[src/rtl/irq_unit_pkg.sv]
// Shared definitions for the interrupt register unit.
// Assumes: the register file is addressed by a 2-bit word index.
package irq_unit_pkg;
    typedef enum logic [1:0] {
        RSEL_STATUS = 2'd0,
        RSEL_MASK   = 2'd1,
        RSEL_IDENT  = 2'd2,
        RSEL_ENABLE = 2'd3
    } reg_sel_e;
endpackage

[src/rtl/irq_edge_detect.sv]
// Rising-edge detector for a vector of event lines.
// Assumes: evt_in is synchronous to clk; a line high when reset ends
// counts as a rising edge.
module irq_edge_detect #(
    parameter int W = 32
) (
    input  logic         clk,
    input  logic         rst_n,
    input  logic [W-1:0] evt_in,
    output logic [W-1:0] evt_rise
);
    logic [W-1:0] evt_d;

    // Keep the previous level of every line.
    always_ff @(posedge clk) begin
        if (!rst_n) evt_d <= '0;
        else        evt_d <= evt_in;
    end

    // A rise is high now and low one cycle ago.
    assign evt_rise = evt_in & ~evt_d;
endmodule

[src/rtl/irq_cfg_regs.sv]
// Mask and enable configuration registers.
// Assumes: the write strobes are one-hot or idle; the mask resets to all
// ones and the enable register to zero.
module irq_cfg_regs #(
    parameter int W = 32
) (
    input  logic         clk,
    input  logic         rst_n,
    input  logic         mask_we,
    input  logic         en_we,
    input  logic [W-1:0] wdata,
    output logic [W-1:0] mask_o,
    output logic [W-1:0] en_o
);
    // Mask register: a set bit blocks reporting.
    always_ff @(posedge clk) begin
        if (!rst_n)       mask_o <= '1;
        else if (mask_we) mask_o <= wdata;
    end

    // Enable register: a set bit lets edges latch.
    always_ff @(posedge clk) begin
        if (!rst_n)     en_o <= '0;
        else if (en_we) en_o <= wdata;
    end
endmodule

[src/rtl/irq_slot_bank.sv]
// Two-deep sticky event store per bit: a visible slot and a pending slot.
// Assumes: set_vec is already gated by the enable register. A clear moves
// the pending slot forward before the same-cycle set is applied, so a new
// event is never lost to a clear.
module irq_slot_bank #(
    parameter int W = 32
) (
    input  logic         clk,
    input  logic         rst_n,
    input  logic [W-1:0] set_vec,
    input  logic [W-1:0] clr_vec,
    output logic [W-1:0] vis_o,
    output logic [W-1:0] pend_o
);
    for (genvar gi = 0; gi < W; gi++) begin : g_bit
        logic vis_q, pend_q, vis_n, pend_n;

        // Next state: apply the clear (promoting the pending slot), then the event.
        always_comb begin
            vis_n  = clr_vec[gi] ? pend_q : vis_q;
            pend_n = clr_vec[gi] ? 1'b0   : pend_q;
            if (set_vec[gi]) begin
                if (!vis_n) vis_n  = 1'b1;
                else        pend_n = 1'b1;
            end
        end

        // Slot registers.
        always_ff @(posedge clk) begin
            if (!rst_n) begin
                vis_q  <= 1'b0;
                pend_q <= 1'b0;
            end else begin
                vis_q  <= vis_n;
                pend_q <= pend_n;
            end
        end

        assign vis_o[gi]  = vis_q;
        assign pend_o[gi] = pend_q;
    end
endmodule

[src/rtl/irq_reg_unit.sv]
// Per-unit interrupt block: live status, mask, sticky identity with
// write-one-to-clear and a pending slot per bit, and enable.
// Assumes: each request is a single cycle; read data appears the cycle
// after the read request.
module irq_reg_unit
    import irq_unit_pkg::*;
#(
    parameter int W = 32
) (
    input  logic         clk,
    input  logic         rst_n,
    input  logic [W-1:0] evt_in,
    input  logic         req_valid,
    input  logic         req_write,
    input  logic [1:0]   req_idx,
    input  logic [W-1:0] req_wdata,
    output logic [W-1:0] rsp_rdata,
    output logic         irq_out
);
    logic [W-1:0] evt_rise, mask_q, en_q, ident_q, pend_q, set_vec, clr_vec;
    logic         wr_hit, rd_hit;
    reg_sel_e     sel;

    assign sel    = reg_sel_e'(req_idx);
    assign wr_hit = req_valid &&  req_write;
    assign rd_hit = req_valid && !req_write;

    irq_edge_detect #(.W(W)) u_edge (
        .clk(clk), .rst_n(rst_n), .evt_in(evt_in), .evt_rise(evt_rise)
    );

    irq_cfg_regs #(.W(W)) u_cfg (
        .clk(clk), .rst_n(rst_n),
        .mask_we(wr_hit && sel == RSEL_MASK),
        .en_we(wr_hit && sel == RSEL_ENABLE),
        .wdata(req_wdata), .mask_o(mask_q), .en_o(en_q)
    );

    // Only enabled rising edges latch; identity writes clear where 1.
    assign set_vec = evt_rise & en_q;
    assign clr_vec = (wr_hit && sel == RSEL_IDENT) ? req_wdata : '0;

    irq_slot_bank #(.W(W)) u_slots (
        .clk(clk), .rst_n(rst_n), .set_vec(set_vec), .clr_vec(clr_vec),
        .vis_o(ident_q), .pend_o(pend_q)
    );

    // Registered read mux.
    always_ff @(posedge clk) begin
        if (!rst_n) rsp_rdata <= '0;
        else if (rd_hit) begin
            case (sel)
                RSEL_STATUS: rsp_rdata <= evt_in;
                RSEL_MASK:   rsp_rdata <= mask_q;
                RSEL_IDENT:  rsp_rdata <= ident_q;
                default:     rsp_rdata <= en_q;
            endcase
        end
    end

    // Summary toward the aggregator.
    assign irq_out = |(ident_q & ~mask_q);
endmodule

[config.mk]
export PLATFORM = sky130hd
export DESIGN_NAME = irq_reg_unit
export DESIGN_NICKNAME = d
export VERILOG_FILES = /design/src/rtl/irq_unit_pkg.sv /design/src/rtl/irq_edge_detect.sv /design/src/rtl/irq_cfg_regs.sv /design/src/rtl/irq_slot_bank.sv /design/src/rtl/irq_reg_unit.sv
export SDC_FILE = /design/constraint.sdc
export NUM_CORES = 1
export LEC_CHECK = 0
export CAP_MARGIN = 10
export CORE_MARGIN = 2
export CORE_UTILIZATION = 45
export DETAILED_ROUTE_END_ITERATION = 12
export GPL_TIMING_DRIVEN = 0
export PLACE_DENSITY = 0.67
export SYNTH_ARGS = -nofsm -noshare
export SYNTH_HDL_FRONTEND = slang
export SYNTH_SLANG_ARGS = --single-unit
[constraint.sdc]
create_clock -name clk -period 2.4 [get_ports clk]
set_clock_uncertainty 0.2 [all_clocks]
set_input_delay 0.48 -clock clk [delete_from_list [all_inputs] [get_ports clk]]
set_output_delay 0.48 -clock clk [all_outputs]
set_load 0.01 [all_outputs]
# == Yosys cells after proc, flatten, opt, wreduce, memory -nomap -nowiden ==
# Index checks and enable logic that the tools add are counted.
# totals
word_cells,246
inputBits,70
register_bits,192
output_inout_bits,33
# op_classes
bitwise_logic,5
reduce_logical,8
eq_ne,3
mux,162
# op_table
operator,n
two-way mux 1 bit,160
AND 32 bit,3
case mux 32 bit (3 select lines),1
inverter 32 bit,2
two-way mux 32 bit,1
OR reduction 32 bit,1
logical AND 1 bit,5
== test 2 bit (second input constant),2
== test 2 x 1 -> 1 bit (second input constant),1
logical NOT 2 bit,1
logical NOT 1 bit,1

# == Depth between registers and ports, before layout ==
# Gate-level depths: netlist (run 1).
# depth
ltp_word,6
depth_mapped,7
ltp_nobuf,4

# == Cells and area by module ==
# Synthesis (run 1) repeated with hierarchy kept, for this count alone.
# unflattened
hier_cells,904
hier_area_um2,9031.2
# modules_own_cells
mod,n_inst,area_per_inst_um2,cells_each,seq_area_each_um2
irq_slot_bank,1,3091.7,358,1281.2
irq_reg_unit,1,2462.4,240,640.6
irq_cfg_regs,1,2384.8,207,1281.2
irq_edge_detect,1,1092.3,99,640.6

# == Worst setup path after synthesis (run 1) ==
# OpenSTA, ideal clock, no wires.
# synth_timing
kind,input port to flip-flop
startpoint,input port req_idx[0]
endpoint,register rsp_rdata[0]
path_buffers,2
slack_ns,0.641
arrival_ns,1.442
path_stages,4
setup_time_ns,0.117
required_ns,2.083
cell_sequence,buf_4 > clkbuf_1 > mux4_2 > a22o_1
# synth_via
elab_chain_cells,2
elab_cells_between_ends,4
cone_classes,eq/ne (2); mux (1); reduce/logical (1)
# synth_rtl
element,line,source
start: declaration,irq_reg_unit.sv:15,"input logic [1:0] req_idx,"
"== test 2 bit, or another cell as far along",irq_reg_unit.sv:52,case (sel)
case mux 32 bit (3 select lines) *,irq_reg_unit.sv:52,
end signal: assignment,irq_reg_unit.sv:53,RSEL_STATUS: rsp_rdata <= evt_in;
end signal: assignment,irq_reg_unit.sv:54,RSEL_MASK: rsp_rdata <= mask_q;
end signal: assignment,irq_reg_unit.sv:55,RSEL_IDENT: rsp_rdata <= ident_q;
end: declaration,irq_reg_unit.sv:17,"output logic [W-1:0] rsp_rdata,"
# Every way passes the cells marked *; elsewhere a longest branch is shown, timed or not.
# A chain may end at the register's enable or synchronous reset.

# == Final worst setup path (run 1) ==
# layout_timing
startpoint,register u_slots.g_bit[21].vis_q
endpoint,output port irq_out
# layout_via
elab_chain_cells,2
# layout_rtl
element,line,source
start: declaration,irq_slot_bank.sv:16,"logic vis_q, pend_q, vis_n, pend_n;"
start signal: assignment,irq_slot_bank.sv:34,vis_q <= vis_n;
AND 32 bit,irq_reg_unit.sv:62,assign irq_out = |(ident_q & ~mask_q);
OR reduction 32 bit,irq_reg_unit.sv:62,
end: declaration,irq_reg_unit.sv:18,output logic irq_out
# No other way between the ends.

==> results of run 1 <==
cell usage in the layout, fill, tap and decap left out, types with 3 or more instances in the layout:
cell,netlist,final
nand2_1,210,210
dfxtp_1,192,188
clkdlybuf4s50_1,0,98
a21boi_1,47,47
nand3_1,33,33
and3b_1,32,32
a21o_1,32,32
a31oi_1,32,32
a22o_1,32,32
and2_1,32,32
inv_1,34,31
mux4_2,29,29
a21boi_0,27,27
clkbuf_1,21,25
a22oi_1,23,23
nor2b_1,23,23
buf_2,17,18
clkbuf_16,0,17
o22ai_1,16,15
buf_6,7,7
buf_4,5,5
dfxtp_2,0,4
mux4_1,3,3
clkinv_2,0,3
bufinv_16,0,3
worst max-delay path, delay by kind of cell, from the launching register on:
| kind | cells | cell delay [ns] |
|---|---|---|
| buffers and inverters | 2 | 0.28 |
| AO/OA/AOI/OAI | 1 | 0.09 |
| flip-flops | 1 | 0.36 |
| AND/OR/NAND/NOR | 2 | 0.54 |
state kept, by name (all words and copies together) (netlist names):
signal                count
u_cfg.mask_o             32
u_edge.evt_d             32
u_cfg.en_o               32
rsp_rdata                32
u_slots.g_bit.pend_q     32
u_slots.g_bit.vis_q      32
cells by family (layout without fill, tap and decap cells):
family,Yosys count,count (layout)
buffers and inverters,86,214
flip-flops,192,192
AO/OA/AOI/OAI,209,209
multiplexers,32,32
AND/OR/NAND/NOR,341,341
metal layers:
metal	vias to the layer above	share of wire [%]
met5	-	0
met4	0	2.7
met3	45	6.8
met2	262	46
met1	3322	45
li1	3273	-
how the worst max path moves through the flow:
stage / start / endpoint / slack, ns
6_report: u_slots.g_bit[21].vis_q$_SDFF_PN0_ / irq_out / 0.02
5_1_grt: u_slots.g_bit[27].vis_q$_SDFF_PN0_ / irq_out / 0.009
4_1_cts: u_slots.g_bit[21].vis_q$_SDFF_PN0_ / irq_out / 0.02
3_3_place_gp: req_valid / rsp_rdata[2]$_SDFFE_PN0P_ / -0.11
2_1_floorplan: req_idx[0] / rsp_rdata[0]$_SDFFE_PN0P_ / 0.64
3_5_place_dp: req_write / rsp_rdata[30]$_SDFFE_PN0P_ / -0.1
area by class of cell:
type | instances | area (um^2) | area share (%)
inverter | 34 | 130 | 1.29
tap | 229 | 287 | 2.85
clock buffer | 22 | 454 | 4.52
multi-input combinational | 582 | 3950 | 39.3
timing repair buffer | 99 | 986 | 9.81
clock inverter | 7 | 113 | 1.12
buffer | 52 | 288 | 2.86
sequential | 192 | 3850 | 38.3
power breakdown:
group | switching, mW | internal [mW] | total (mW)
Sequential | 0.0561 | 3.28 | 3.33
Clock | 1.20 | 1.64 | 2.84
Combinational | 0.302 | 0.324 | 0.626
Total | 1.56 | 5.24 | 6.80
per-stage QoR:
stage	util, %	setup slack, ns	cells
global route	56.2	0.00896	1217
global placement	52.9	-0.115	1188
CTS	56.1	0.0162	1217
floorplan	-	0.641	860
finish	56.2	0.0157	1217
detailed placement	52.9	-0.0967	1188
repair_timing:
action	4_1_cts	5_1_grt
endpoints found under the setup margin	1	1
hold endpoints to repair	0	0
gates resized for setup	7	8
pin swaps	3	3
==> results.sh, run 1 <==
export IMPL_outcome="finished clean"
export IMPL_worstHoldStart="u_cfg.en_o[28]$_SDFFE_PN0P_"
export IMPL_start_util_pct=45.7
export IMPL_drt_wl_total_mm=23.9
export IMPL_endpoint_kind="output pin"
export IMPL_gp_congestion=0.867
export IMPL_grt_first_pass_wirelength_mm=36.6
export IMPL_worstPathCellList="inv_2 -> o22ai_1 -> nor4_2 -> nand4_1 -> buf_2"
export IMPL_hold_viol_final=0
export IMPL_use_met3_pct=5.21
export IMPL_synth_simple_area_share_pct=20.1
export IMPL_syn2layout_area_growth_pct=22.8
export IMPL_crit_path_start_kind="flop"
export IMPL_clockBufferDepth=2
export IMPL_post_drt_wl_per_cell_um=19.6
export IMPL_maxCapViolCount=0
export IMPL_worst_setup_path_type="flop to output pin"
export IMPL_rr_endpoint="rsp_rdata[31]$_SDFFE_PN0P_"
export IMPL_cts_sinks=192
export IMPL_r2r_start="u_slots.g_bit[31].vis_q$_SDFF_PN0_"
export IMPL_synth_area_mux_share_pct=8.94
export IMPL_synth_area_um2=8190
export IMPL_rrSetupSlack_ns=1.02
export IMPL_min_to="u_cfg.en_o[28]$_SDFFE_PN0P_"
export IMPL_vias_per_cell=5.67
export IMPL_leakagePower_nw=3.99
export IMPL_hold_depth=2
export IMPL_ctsHtreeMaxLevel=4
export IMPL_powerDensity_nw_per_um2=677
export IMPL_gr_usage_met1_pct=34.4
export IMPL_fin_crit_ns=2.38
export IMPL_diodes=0
export IMPL_ys_flop_type="dfxtp_1"
export IMPL_cts_setup_buffers=0
export IMPL_vdd_ir_drop_max_mv=0.572
export IMPL_pin_count=103
export IMPL_portBuffers=99
export IMPL_core_um2=17900
export IMPL_drt_iter0_markers=512
export IMPL_gr_usage_met2_pct=38.3
export IMPL_fill_cells=1625
export IMPL_r2r_worst_path_cells=2
export IMPL_die_height_um=139
export IMPL_holdBufCountCts=0
export IMPL_yosys_area_share_xor_xnor_pct=0
export IMPL_num_vias=6902
export IMPL_tightest_slew_ns=0.780
export IMPL_ant_nets=0
export IMPL_root_buffer="clkbuf_16"
export IMPL_hp_class="flop to flop"
export IMPL_synth_compound_area_share_pct=18.9
export IMPL_antenna_found_initial=0
export IMPL_p_total_mw=6.80
export IMPL_grt_busiest_layer="met2"
export IMPL_yosys_area_share_adder_pct=0
export IMPL_critPathMaxStageDelay_ns=0.36
export IMPL_syn_nets=930
export IMPL_grt_usage_pct=24.8
export IMPL_synth_area_leaders="dfxtp_1 47%, nand2_1 9.6%, mux4_2 8.0%, a21boi_1 4.3%, a22o_1 3.4%"
export IMPL_setup_viol=0
export IMPL_synth_top_family_by_area="simple AND/OR/NAND/NOR gates"
export IMPL_die_w_um=139
export IMPL_drive_gt1_share_pct=9.62
export IMPL_path_max_fanout=4
export IMPL_synth_edf_count=0
export IMPL_crit_required_ns=1.72
export IMPL_slew_violations=0
export IMPL_yosysMostFrequentCell="nand2_1"
export IMPL_cts_tree="done"
export IMPL_remaining_drc_errors=0
export IMPL_insertion_delay_ns=0.44
export IMPL_die_area_um2=19300
export IMPL_rsz0062_at_grt="no"
export IMPL_grt_max_degree=17
export IMPL_slew_headroom_pct=48.0
export IMPL_worst_path_max_delay_cell="dfxtp_1"
export IMPL_hold_slack_ns=0.272
export IMPL_grt_pass1_vias=6406
export IMPL_yosys_cell_types_count=28
export IMPL_fin_crit_sh_pct=99.3
export IMPL_syn_area_per_cell_um2=9.52
export IMPL_postLayoutCellArea_um2=10100
export IMPL_cts_clk_slew_worst_paths_ns=0.06
export IMPL_finalSetupTns_ns=0
export IMPL_max_freq_mhz=419
export IMPL_synth_top_cells_by_count="210 x nand2_1, 192 x dfxtp_1, 47 x a21boi_1"
export IMPL_yosysTopAreaCell="dfxtp_1"
export IMPL_netlist_area_leader_share_pct=46.9
export IMPL_core_rowCount=49
export IMPL_hpwl_mm=16.5
export IMPL_dpl_cell_area_um2=9470
export IMPL_yosysWarningCount=0
export IMPL_arrival_ns=1.70
export IMPL_netlist_instances=860
export IMPL_ys_seq_area_share_pct=46.9
export IMPL_dr_pass1_iters=5
export IMPL_ys_ff_latch=192
export IMPL_fin_nets=1048
export IMPL_numCtsBuffers=17
export IMPL_async_flop_share_pct=0
export IMPL_grt_ovfl_total=0
Power figures use the tool's default switching activity.
==> run 2, diff against run 1 <==
Settings changed: CTS_CLUSTER_SIZE set to 30.
==> results of run 2 <==
Same layout as run 1: the final DEF is identical, and so are final timing and power.
==> run 3, diff against run 2 <==
Settings changed: ABC_CLOCK_PERIOD_IN_PS set to 2400.
==> results of run 3 <==
Same layout as run 1: the final DEF is identical, and so are final timing and power.
